$ cat src/rtl/lin_rx_pkg.sv
package lin_rx_pkg;

  typedef enum logic [1:0] {
    ST_IDLE = 2'd0,
    ST_PID  = 2'd1,
    ST_DATA = 2'd2,
    ST_CSUM = 2'd3
  } rx_state_e;

  // 8-bit sum with the carry out folded back into bit 0
  function automatic logic [7:0] carry_add(input logic [7:0] a, input logic [7:0] b);
    logic [8:0] s;
    s = {1'b0, a} + {1'b0, b};
    return s[7:0] + {7'd0, s[8]};
  endfunction

endpackage

$ cat src/rtl/lin_id_table.sv
module lin_id_table #(
  parameter int N_SLOTS = 8,
  parameter int ID_W    = 6,
  parameter int LEN_W   = 3,
  parameter int SLOT_W  = $clog2(N_SLOTS)
) (
  input  logic              clk,
  input  logic              rst,
  input  logic              we,
  input  logic [SLOT_W-1:0] wslot,
  input  logic [ID_W-1:0]   wid,
  input  logic [LEN_W-1:0]  wlen,
  input  logic              wdir,
  input  logic [ID_W-1:0]   q_id,
  output logic              hit,
  output logic [LEN_W-1:0]  q_len,
  output logic              q_dir
);

  logic [N_SLOTS-1:0] ent_vld;
  logic [ID_W-1:0]    ent_id  [N_SLOTS];
  logic [LEN_W-1:0]   ent_len [N_SLOTS];
  logic               ent_dir [N_SLOTS];
  logic [N_SLOTS-1:0] match;

  always_ff @(posedge clk) begin
    if (rst) ent_vld <= '0;
    else if (we) ent_vld[wslot] <= 1'b1;
  end

  always_ff @(posedge clk) begin
    if (we) begin
      ent_id[wslot]  <= wid;
      ent_len[wslot] <= wlen;
      ent_dir[wslot] <= wdir;
    end
  end

  genvar g;
  generate
    for (g = 0; g < N_SLOTS; g++) begin : g_cmp
      assign match[g] = ent_vld[g] && (ent_id[g] == q_id);
    end
  endgenerate

  // lowest matching slot wins
  always_comb begin
    hit   = |match;
    q_len = '0;
    q_dir = 1'b0;
    for (int i = N_SLOTS - 1; i >= 0; i--) begin
      if (match[i]) begin
        q_len = ent_len[i];
        q_dir = ent_dir[i];
      end
    end
  end


  slot_written_chk: assert property (@(posedge clk) disable iff (rst)
    we |=> ent_vld[$past(wslot)]);


  no_hit_empty_chk: assert property (@(posedge clk) disable iff (rst)
    (ent_vld == '0) |-> !hit);

endmodule

$ cat src/rtl/lin_csum_acc.sv
module lin_csum_acc
  import lin_rx_pkg::*;
(
  input  logic       clk,
  input  logic       rst,
  input  logic       clr,
  input  logic [7:0] init,
  input  logic       add,
  input  logic [7:0] din,
  output logic [7:0] sum
);

  always_ff @(posedge clk) begin
    if (rst)      sum <= 8'h00;
    else if (clr) sum <= init;
    else if (add) sum <= carry_add(sum, din);
  end


  sum_hold_chk: assert property (@(posedge clk) disable iff (rst)
    (!clr && !add) |=> $stable(sum));

endmodule

$ cat src/rtl/lin_data_collect.sv
module lin_data_collect #(
  parameter int MAX_LEN = 8,
  parameter int DATA_W  = 8,
  parameter int IDX_W   = $clog2(MAX_LEN)
) (
  input  logic                      clk,
  input  logic                      rst,
  input  logic                      clr,
  input  logic                      wr,
  input  logic [IDX_W-1:0]          widx,
  input  logic [DATA_W-1:0]         din,
  output logic [MAX_LEN*DATA_W-1:0] dout
);

  genvar g;
  generate
    for (g = 0; g < MAX_LEN; g++) begin : g_lane
      logic [DATA_W-1:0] lane_q;
      always_ff @(posedge clk) begin
        if (rst || clr)                     lane_q <= '0;
        else if (wr && widx == IDX_W'(g))   lane_q <= din;
      end
      assign dout[g*DATA_W +: DATA_W] = lane_q;
    end
  endgenerate


  clear_zero_chk: assert property (@(posedge clk) disable iff (rst)
    clr |=> (dout == '0));

endmodule

$ cat src/rtl/lin_frame_rx.sv
module lin_frame_rx
  import lin_rx_pkg::*;
#(
  parameter int NUM_SLOTS    = 8,
  parameter int MAX_LEN      = 8,
  parameter int ID_W         = 6,
  parameter int CLASSIC_FROM = 60,
  parameter int MREQ_ID      = 60,
  parameter int SRESP_ID     = 61,
  localparam int SLOT_W = $clog2(NUM_SLOTS),
  localparam int LEN_W  = $clog2(MAX_LEN),
  localparam int CNT_W  = $clog2(MAX_LEN + 1),
  localparam int BUF_W  = MAX_LEN * 8
) (
  input  logic              clk,
  input  logic              rst,
  input  logic              sync_valid,
  input  logic              rx_valid,
  input  logic [7:0]        rx_byte,
  input  logic              tbl_we,
  input  logic [SLOT_W-1:0] tbl_slot,
  input  logic [ID_W-1:0]   tbl_id,
  input  logic [LEN_W-1:0]  tbl_len_m1,
  input  logic              tbl_dir,
  output logic              frame_ok,
  output logic              frame_err,
  output logic              master_req,
  output logic              slave_resp,
  output logic [ID_W-1:0]   res_id,
  output logic [CNT_W-1:0]  res_len,
  output logic [BUF_W-1:0]  res_data
);

  rx_state_e         state_q;
  logic [ID_W-1:0]   id_q;
  logic [CNT_W-1:0]  len_q, cnt_q;

  logic [ID_W-1:0]   cur_id;
  logic              t_hit, t_dir;
  logic [LEN_W-1:0]  t_len;
  logic              accept, pid_take, data_take;
  logic              is_mreq, is_sresp, is_classic, do_collect;
  logic [CNT_W-1:0]  new_len;
  logic [7:0]        sum;
  logic [BUF_W-1:0]  coll_buf;

  assign cur_id     = rx_byte[ID_W-1:0];
  assign accept     = rx_valid && !sync_valid;
  assign pid_take   = accept && (state_q == ST_PID);
  assign data_take  = accept && (state_q == ST_DATA);
  assign is_mreq    = (cur_id == ID_W'(MREQ_ID));
  assign is_sresp   = (cur_id == ID_W'(SRESP_ID));
  assign is_classic = (cur_id >= ID_W'(CLASSIC_FROM));
  assign do_collect = !is_sresp && (is_mreq || (t_hit && !t_dir));
  assign new_len    = is_mreq ? CNT_W'(MAX_LEN) : (CNT_W'(t_len) + 1'b1);

  lin_id_table #(
    .N_SLOTS(NUM_SLOTS), .ID_W(ID_W), .LEN_W(LEN_W), .SLOT_W(SLOT_W)
  ) u_table (
    .clk(clk), .rst(rst),
    .we(tbl_we), .wslot(tbl_slot), .wid(tbl_id), .wlen(tbl_len_m1), .wdir(tbl_dir),
    .q_id(cur_id), .hit(t_hit), .q_len(t_len), .q_dir(t_dir)
  );

  lin_csum_acc u_csum (
    .clk(clk), .rst(rst),
    .clr(pid_take), .init(is_classic ? 8'h00 : rx_byte),
    .add(data_take), .din(rx_byte), .sum(sum)
  );

  lin_data_collect #(
    .MAX_LEN(MAX_LEN), .DATA_W(8), .IDX_W(LEN_W)
  ) u_collect (
    .clk(clk), .rst(rst),
    .clr(pid_take), .wr(data_take), .widx(cnt_q[LEN_W-1:0]),
    .din(rx_byte), .dout(coll_buf)
  );

  always_ff @(posedge clk) begin
    if (rst) begin
      state_q    <= ST_IDLE;
      id_q       <= '0;
      len_q      <= '0;
      cnt_q      <= '0;
      frame_ok   <= 1'b0;
      frame_err  <= 1'b0;
      master_req <= 1'b0;
      slave_resp <= 1'b0;
      res_id     <= '0;
      res_len    <= '0;
      res_data   <= '0;
    end else begin
      frame_ok   <= 1'b0;
      frame_err  <= 1'b0;
      master_req <= 1'b0;
      slave_resp <= 1'b0;
      if (sync_valid) begin
        state_q <= ST_PID;
      end else if (rx_valid) begin
        case (state_q)
          ST_PID: begin
            id_q  <= cur_id;
            cnt_q <= '0;
            if (is_sresp) begin
              slave_resp <= 1'b1;
              state_q    <= ST_IDLE;
            end else if (do_collect) begin
              len_q   <= new_len;
              state_q <= ST_DATA;
            end else begin
              state_q <= ST_IDLE;
            end
          end
          ST_DATA: begin
            cnt_q <= cnt_q + 1'b1;
            if ((cnt_q + 1'b1) == len_q) state_q <= ST_CSUM;
          end
          ST_CSUM: begin
            state_q <= ST_IDLE;
            if (~sum == rx_byte) begin
              frame_ok   <= 1'b1;
              master_req <= (id_q == ID_W'(MREQ_ID));
              res_id     <= id_q;
              res_len    <= len_q;
              res_data   <= coll_buf;
            end else begin
              frame_err  <= 1'b1;
            end
          end
          default: ;
        endcase
      end
    end
  end


  pulse_excl_chk: assert property (@(posedge clk) disable iff (rst)
    $onehot0({frame_ok, frame_err, slave_resp}));


  ok_after_byte_chk: assert property (@(posedge clk) disable iff (rst)
    frame_ok |-> $past(rx_valid));


  result_hold_chk: assert property (@(posedge clk) disable iff (rst)
    !frame_ok |-> ($stable(res_data) && $stable(res_id) && $stable(res_len)));


  mreq_with_ok_chk: assert property (@(posedge clk) disable iff (rst)
    master_req |-> (frame_ok && res_id == ID_W'(MREQ_ID)));


  idle_quiet_chk: assert property (@(posedge clk) disable iff (rst)
    (state_q == ST_IDLE) |=> !(frame_ok || frame_err || slave_resp));


  len_range_chk: assert property (@(posedge clk) disable iff (rst)
    (state_q == ST_DATA) |-> (len_q != '0 && cnt_q < len_q));

endmodule

$ cat config.mk
export PLATFORM = sky130hd
export DESIGN_NAME = lin_frame_rx
export DESIGN_NICKNAME = d
export VERILOG_FILES = /design/src/rtl/lin_rx_pkg.sv /design/src/rtl/lin_id_table.sv /design/src/rtl/lin_csum_acc.sv /design/src/rtl/lin_data_collect.sv /design/src/rtl/lin_frame_rx.sv
export SDC_FILE = /design/constraint.sdc
export NUM_CORES = 1
export LEC_CHECK = 0
export ABC_CLOCK_PERIOD_IN_PS = 7200
export BUFFER_PORTS_ARGS = -buffer_cell sky130_fd_sc_hd__buf_4
export CAP_MARGIN = 10
export CORE_MARGIN = 1.5
export CORE_UTILIZATION = 40
export DETAILED_ROUTE_END_ITERATION = 7
export SLEW_MARGIN = 20
export SYNTH_ARGS = -nofsm -noshare
export SYNTH_HDL_FRONTEND = slang
export SYNTH_HIERARCHICAL = 1
export SYNTH_SLANG_ARGS = --single-unit
$ cat constraint.sdc
create_clock -name clk -period 7.2 [get_ports clk]
set_clock_uncertainty 0.15 [all_clocks]
set_input_delay 0.72 -clock clk [delete_from_list [all_inputs] [get_ports clk]]
set_output_delay 0.72 -clock clk [all_outputs]
set_load 0.02 [all_outputs]
==> results.json, run 1 <==
{
  "setup_viol_count_final": 0,
  "vdd_drop_max_uv": 187,
  "gp_congestion": 0.804,
  "fillerInstances": 2612,
  "h-tree-depth": 1,
  "async_flop_share_pct": 0,
  "ioPinCount": 104,
  "synth-seq-area-share_pct": 51.6,
  "cp.arrival_ns": 3.67,
  "initial_core_util_pct": 40.8,
  "path_clk_slew_ns": 0.06,
  "pwr-share-seq_pct": 47.4,
  "drt-pass1-iter-count": 5,
  "antenna_found_initial": 1,
  "wl_per_cell_um": 17.1,
  "hp-class": "input pin to register",
  "grt_max_degree": 93,
  "worst_r2r_endpoint": "u_csum/sum[6]",
  "die_w_um": 172,
  "synthCells": 1053,
  "rsz0062_at_grt": "no",
  "area_growth_pct": 16.8,
  "hold_viol": 0,
  "grt.overflow.total": 0,
  "cts_max_path_buffers": 3,
  "p_per_area_mw_per_mm2": 238,
  "critPathKind": "input pin to register",
  "fin_crit_ns": 3.35,
  "r2r_start": "u_csum/sum[0]",
  "cts_buffers": 29,
  "track_usage_pct": 17.4,
  "setup_tns_ns": 0,
  "num_vias": 7698,
  "cts.sink_count": 254,
  "synthAdderAreaFrac_pct": 1.93,
  "synth_xor_area_share_pct": 5.23,
  "final_common_cell": "nand2_1",
  "r2r_slack_ns": 3.91,
  "cts_resized": 0,
  "fin_crit_sh_pct": 46.5,
  "p_sw_mw": 0.691,
  "routed_wirelength_um": 26000,
  "routed_via_density": 5.06,
  "grt_pass1_wl_um": 40300,
  "rows": 61,
  "cts_tree": "yes",
  "ys_dominant_reg_cell": "dfxtp_1",
  "ys_ff_latch": 254,
  "die_y_um": 172,
  "ant_nets": 0,
  "io_buffers": 103,
  "critPathMaxFanout": 16,
  "drive_gt1_share_pct": 20.4,
  "yosys.area_share.simple_pct": 19.7,
  "drc_errors": 0,
  "layout_common_cells": "nand2_1 (176), dfxtp_1 (174), mux2i_1 (146)",
  "yosysWarnings": 6,
  "synth_edf_count": 80,
  "required_ns": 7.52,
  "post-route-util_pct": 47.6,
  "drv_cap": 0,
  "syn_area_mm2": 0.0114,
  "coreArea_mm2": 0.0279,
  "grt_pass1_vias": 7425,
  "dpl.hpwl_um": 16800,
  "r2r_cells": 13,
  "postCtsHoldBufs": 0,
  "clockPowerShare_pct": 48.1,
  "fin_nets": 1163,
  "die_area_mm2": 0.0295,
  "holdPathStages": 1,
  "synth_top_family_by_area": "simple AND/OR/NAND/NOR gates",
  "muxShareOfSynthArea_pct": 12.8,
  "cell_internal_pwr_mw": 2.48,
  "clkLatencyLatePin_ns": 0.55,
  "p_sw_share_pct": 21.8,
  "synth-compound-area-share_pct": 4.60,
  "min-delay-start": "tbl_len_m1[0]",
  "max_freq_mhz": 298,
  "relSlewSlack_pct": 27.4,
  "report.final.slew_viol_count": 0,
  "drtIter0Drc": 525,
  "crit_path_start_kind": "input pin",
  "cts_root_buffer": "clkbuf_16",
  "power.leakage_nw": 5.08,
  "hold_end": "u_table/ent_len[6][0]",
  "netlist-cell-type-count": 67,
  "synthesis.nets": 1096,
  "worstMarginPinSlew_ns": 1.08,
  "syn_avg_cell_area_um2": 10.8,
  "post_cts_buffers": 0,
  "power_frac_comb_pct": 4.5,
  "status": "finished, final reports clean",
  "end_kind": "register"
}
==> synthesized netlist by cell type, drive strengths merged (5+ instances only) <==
cell type  instances  share of area [%]
nand2            176                5.8
dfxtp            174                 31
mux2i            146                 13
edfxtp            80                 21
or3b              76                5.8
nor2              57                1.9
xnor2             40                3.1
clkbuf            38                1.3
buf               37                2.4
xor2              28                2.2
a21oi             17               0.75
ha                16                1.8
inv               12               0.40
nand4             12               0.66
and2              11               0.60
nor3              11               0.48
o21ai             11               0.48
nand3             10               0.44
a211oi             8               0.57
or3                8               0.44
a211o              6               0.47
nand2b             6               0.33
nor4               6               0.70
a31oi              5               0.27
nand4b             5               0.38
o22ai              5               0.27
==> how the worst max path moves through the flow <==
stage,endpoint,startpoint,cells after the start,slack (ns)
after floorplan,u_csum/sum[6],rx_byte[0],13,3.79
after global placement,u_csum/sum[6],rx_byte[0],14,3.38
after detailed placement,u_csum/sum[6],rx_byte[0],14,3.32
after CTS,u_csum/sum[6],rx_byte[0],14,3.88
after global routing,u_csum/sum[6],rx_byte[0],14,3.53
final,u_csum/sum[6],rx_byte[0],14,3.85
==> area by class of cell <==
| class | count | area [um2] | share of cell area, % |
|---|---|---|---|
| Clock inverter | 11 | 149 | 1.12 |
| Antenna cell | 1 | 2.50 | 0.0188 |
| Tap cell | 378 | 473 | 3.55 |
| Clock buffer | 42 | 865 | 6.50 |
| Multi-Input combinational cell | 712 | 5050 | 38.0 |
| Inverter | 12 | 47.5 | 0.357 |
| Sequential cell | 254 | 5890 | 44.2 |
| Timing Repair Buffer | 111 | 833 | 6.26 |
==> registers in the layout (all words and copies together) (netlist names) <==
register                 flops
res_id                       6
frame_ok                     1
master_req                   1
res_len                      4
state_q                      2
u_table/ent_vld              8
slave_resp                   1
u_collect/g_lane.lane_q     64
u_table/ent_len             24
u_csum/sum                   8
u_table/ent_id              48
len_q                        4
res_data                    64
u_table/ent_dir              8
frame_err                    1
cnt_q                        4
id_q                         6
==> power groups by stage <==
stage | Sequential [mW] | Clock (mW) | Combinational [mW]
floorplan | 1.53 | 0 | 0.0954
global placement | 1.54 | 0 | 0.143
detailed placement | 1.54 | 0 | 0.145
CTS | 1.50 | 1.56 | 0.145
global route | 1.51 | 1.61 | 0.158
finish | 1.50 | 1.53 | 0.144
==> kinds of logic after synthesis <==
kind of cell	count (synthesis)
DFF	254
AOI/OAI and AO/OA	74
xor gates and xnor gates	68
and+or+nand+nor	407
adders and majority gates	17
muxes	146
buffers and inverters	87
==> critical path: stages <==
cell and delay [ns]:
buf_4 0.25, ha_1 0.28, fa_1 0.24, nand3_1 0.10, a21oi_1 0.28, o311a_1 0.25, o21ai_0 0.09, nand2b_1 0.11
ha_1 0.15, nand2_1 0.08, nor4b_2 0.46, o2111ai_1 0.18, a311o_1 0.35, a21oi_1 0.13
==> per-layer routing <==
| metal | vias to the layer above | share of wire [%] | GRT usage (%) |
|---|---|---|---|
| li1 | 3831 | - | - |
| met1 | 3680 | 46 | 23.0 |
| met2 | 151 | 48 | 29.7 |
| met3 | 36 | 4.4 | 2.83 |
| met4 | 0 | 1.8 | 3.97 |
| met5 | - | 0 | 0 |
==> stage by stage <==
stage	power (mW)	setup WS [ns]	cell area, um2	cells	hold WS, ns
floorplan	1.63	3.79	11400	1053	0.283
global placement	1.68	3.38	12300	1467	0.293
detailed placement	1.68	3.32	12300	1467	0.297
CTS	3.21	3.88	13300	1520	0.254
global route	3.28	3.53	13300	1520	0.264
finish	3.17	3.85	13300	1521	0.272
Power figures use the tool's default switching activity.
==> inputs of run 2 (changes only) <==
ABC_CLOCK_PERIOD_IN_PS = 3210   (was 7200)
clock period = 3.21 ns   (was 7.2 ns; I/O delays follow)
==> results.json, run 2 (synthesis results as in run 1) <==
{
  "grt_pass1_vias": 7683,
  "cts_root_buffer": "clkbuf_16",
  "grt.overflow.total": 0,
  "wl_per_cell_um": 16.7,
  "fillerInstances": 2628,
  "crit_buf_inv": 0,
  "h-tree-depth": 1,
  "ioPinCount": 104,
  "cp.arrival_ns": 3.33,
  "report.final.slew_viol_count": 0,
  "routed_via_density": 4.95,
  "r2r_start": "u_csum/sum[0]",
  "vdd_drop_max_uv": 369,
  "ant_nets": 0,
  "required_ns": 3.52,
  "die_w_um": 172,
  "cp_slowest_cell": "fa_2",
  "gp_congestion": 0.803,
  "r2r_cells": 13,
  "cts_tree": "yes",
  "r2r_slack_ns": 0.19,
  "path_cells": "ha_1, fa_2, nand3_1, a21oi_1, o311a_1, o21ai_2, nand2b_1, ha_1, nand2_1, nor4b_2, a311o_1, a311o_1, a21oi_1",
  "cp-startpoint": "u_csum/sum[0]",
  "holdPathStages": 4,
  "rsz0062_at_grt": "no",
  "drv_cap": 0,
  "drt-pass1-iter-count": 5,
  "hold_viol": 0,
  "fin_nets": 1203,
  "clkLatencyLatePin_ns": 0.54,
  "routed_wirelength_um": 26100,
  "antenna_found_initial": 2,
  "max_freq_mhz": 331,
  "drc_errors": 0,
  "relSlewSlack_pct": 29.2,
  "power.leakage_nw": 5.23,
  "track_usage_pct": 17.7,
  "p_per_area_mw_per_mm2": 508,
  "area_growth_pct": 19.2,
  "coreArea_mm2": 0.0279,
  "reg.largest.list": "res_data x64, u_collect/g_lane.lane_q x64, u_table/ent_id x48",
  "fin_crit_ns": 3.02,
  "fin_crit_sh_pct": 94.1,
  "initial_core_util_pct": 40.8,
  "setup_tns_ns": 0,
  "critPathKind": "register to register",
  "rows": 61,
  "cts_buffers": 29,
  "io_buffers": 103,
  "grt_pass1_wl_um": 41200,
  "crit_path_max_incr_delay_ns": 0.35,
  "dpl.hpwl_um": 17200,
  "cts_max_path_buffers": 3,
  "layout_common_cells": "nand2_1 (176), dfxtp_1 (174), mux2i_1 (146)",
  "cts.sink_count": 254,
  "worst_r2r_endpoint": "u_csum/sum[6]",
  "setup_viol_count_final": 0,
  "worstMarginPinSlew_ns": 1.06,
  "drive_gt1_share_pct": 21.7,
  "drtIter0Drc": 454,
  "critPathMaxFanout": 3,
  "worst-path-stages": 13,
  "post_cts_buffers": 0,
  "die_area_mm2": 0.0295,
  "crit_path_start_kind": "register",
  "die_y_um": 172,
  "path_clk_slew_ns": 0.06,
  "num_vias": 7725,
  "fin_total_pwr_mw": 6.90,
  "hp-class": "input pin to register",
  "grt_max_degree": 152,
  "end_kind": "register",
  "crit_end": "u_csum/sum[6]",
  "status": "finished, final reports clean",
  "final_common_cell": "nand2_1",
  "critPathTopFamily": "compound AO/OA/AOI/OAI gates"
}
[run 2: what timing repair did]
action | in CTS | in global routing
endpoints found under the setup margin | 0 | 3
hold endpoints to repair | 82 | 0
hold buffers | 11 | 0
resized for setup | 0 | 3
[run 2: layout make-up]
cell class / instances / area, um2 / area share [%]
tap: 378 / 473 / 3.48
clock buffer: 44 / 832 / 6.13
sequential: 254 / 5890 / 43.3
multi-input combinational: 712 / 5050 / 37.2
inverter: 12 / 47.5 / 0.350
antenna: 2 / 5.00 / 0.0368
clock inverter: 9 / 100 / 0.737
timing repair buffer: 151 / 1190 / 8.73
[run 2: routing by layer]
layer  share of wire, %  vias to the layer above  track usage [%]
li1                   -                     3905                -
met1                 47                     3660             23.6
met2                 48                      130             30.3
met3                3.9                       30             2.81
met4                1.5                        0             3.86
met5                  0                        -                0
[run 2: worst min path at each step]
stage / startpoint / endpoint
floorplan: rst / state_q[0]
global placement: res_data[30] / res_data[30]
finish: rx_byte[6] / u_csum/sum[6]
CTS: rx_byte[6] / u_csum/sum[6]
global route: rx_byte[6] / u_csum/sum[6]
detailed placement: u_collect/g_lane[2].lane_q[3] / res_data[19]
[run 2: power by group]
part | leakage [nW] | switching [mW] | internal, mW
Clock | 0.457 | 1.25 | 1.94
Sequential | 2.13 | 0.0188 | 3.36
Combinational | 2.65 | 0.222 | 0.125
Total | 5.23 | 1.49 | 5.42
[run 2: per-stage QoR]
stage	setup slack, ns	hold slack, ns	cells	utilization, %	area, um2
after CTS	0.107	0.0225	1560	48.6	13600
after detailed placement	0.0372	0.296	1496	44.9	12500
after global routing	0.0183	0.0566	1560	48.6	13600
after floorplan	0.176	0.244	1053	-	11400
final	0.189	0.0579	1562	48.6	13600
after global placement	0.0610	0.293	1496	44.9	12500
[run 2: worst register-to-register path, cell delays in order, from the launching register on]
cell and delay [ns]:
dfxtp_1 0.33, ha_1 0.23, fa_2 0.35, nand3_1 0.09, a21oi_1 0.08, o311a_1 0.33, o21ai_2 0.12, nand2b_1 0.08
ha_1 0.19, nand2_1 0.09, nor4b_2 0.07, a311o_1 0.32, a311o_1 0.35, a21oi_1 0.15
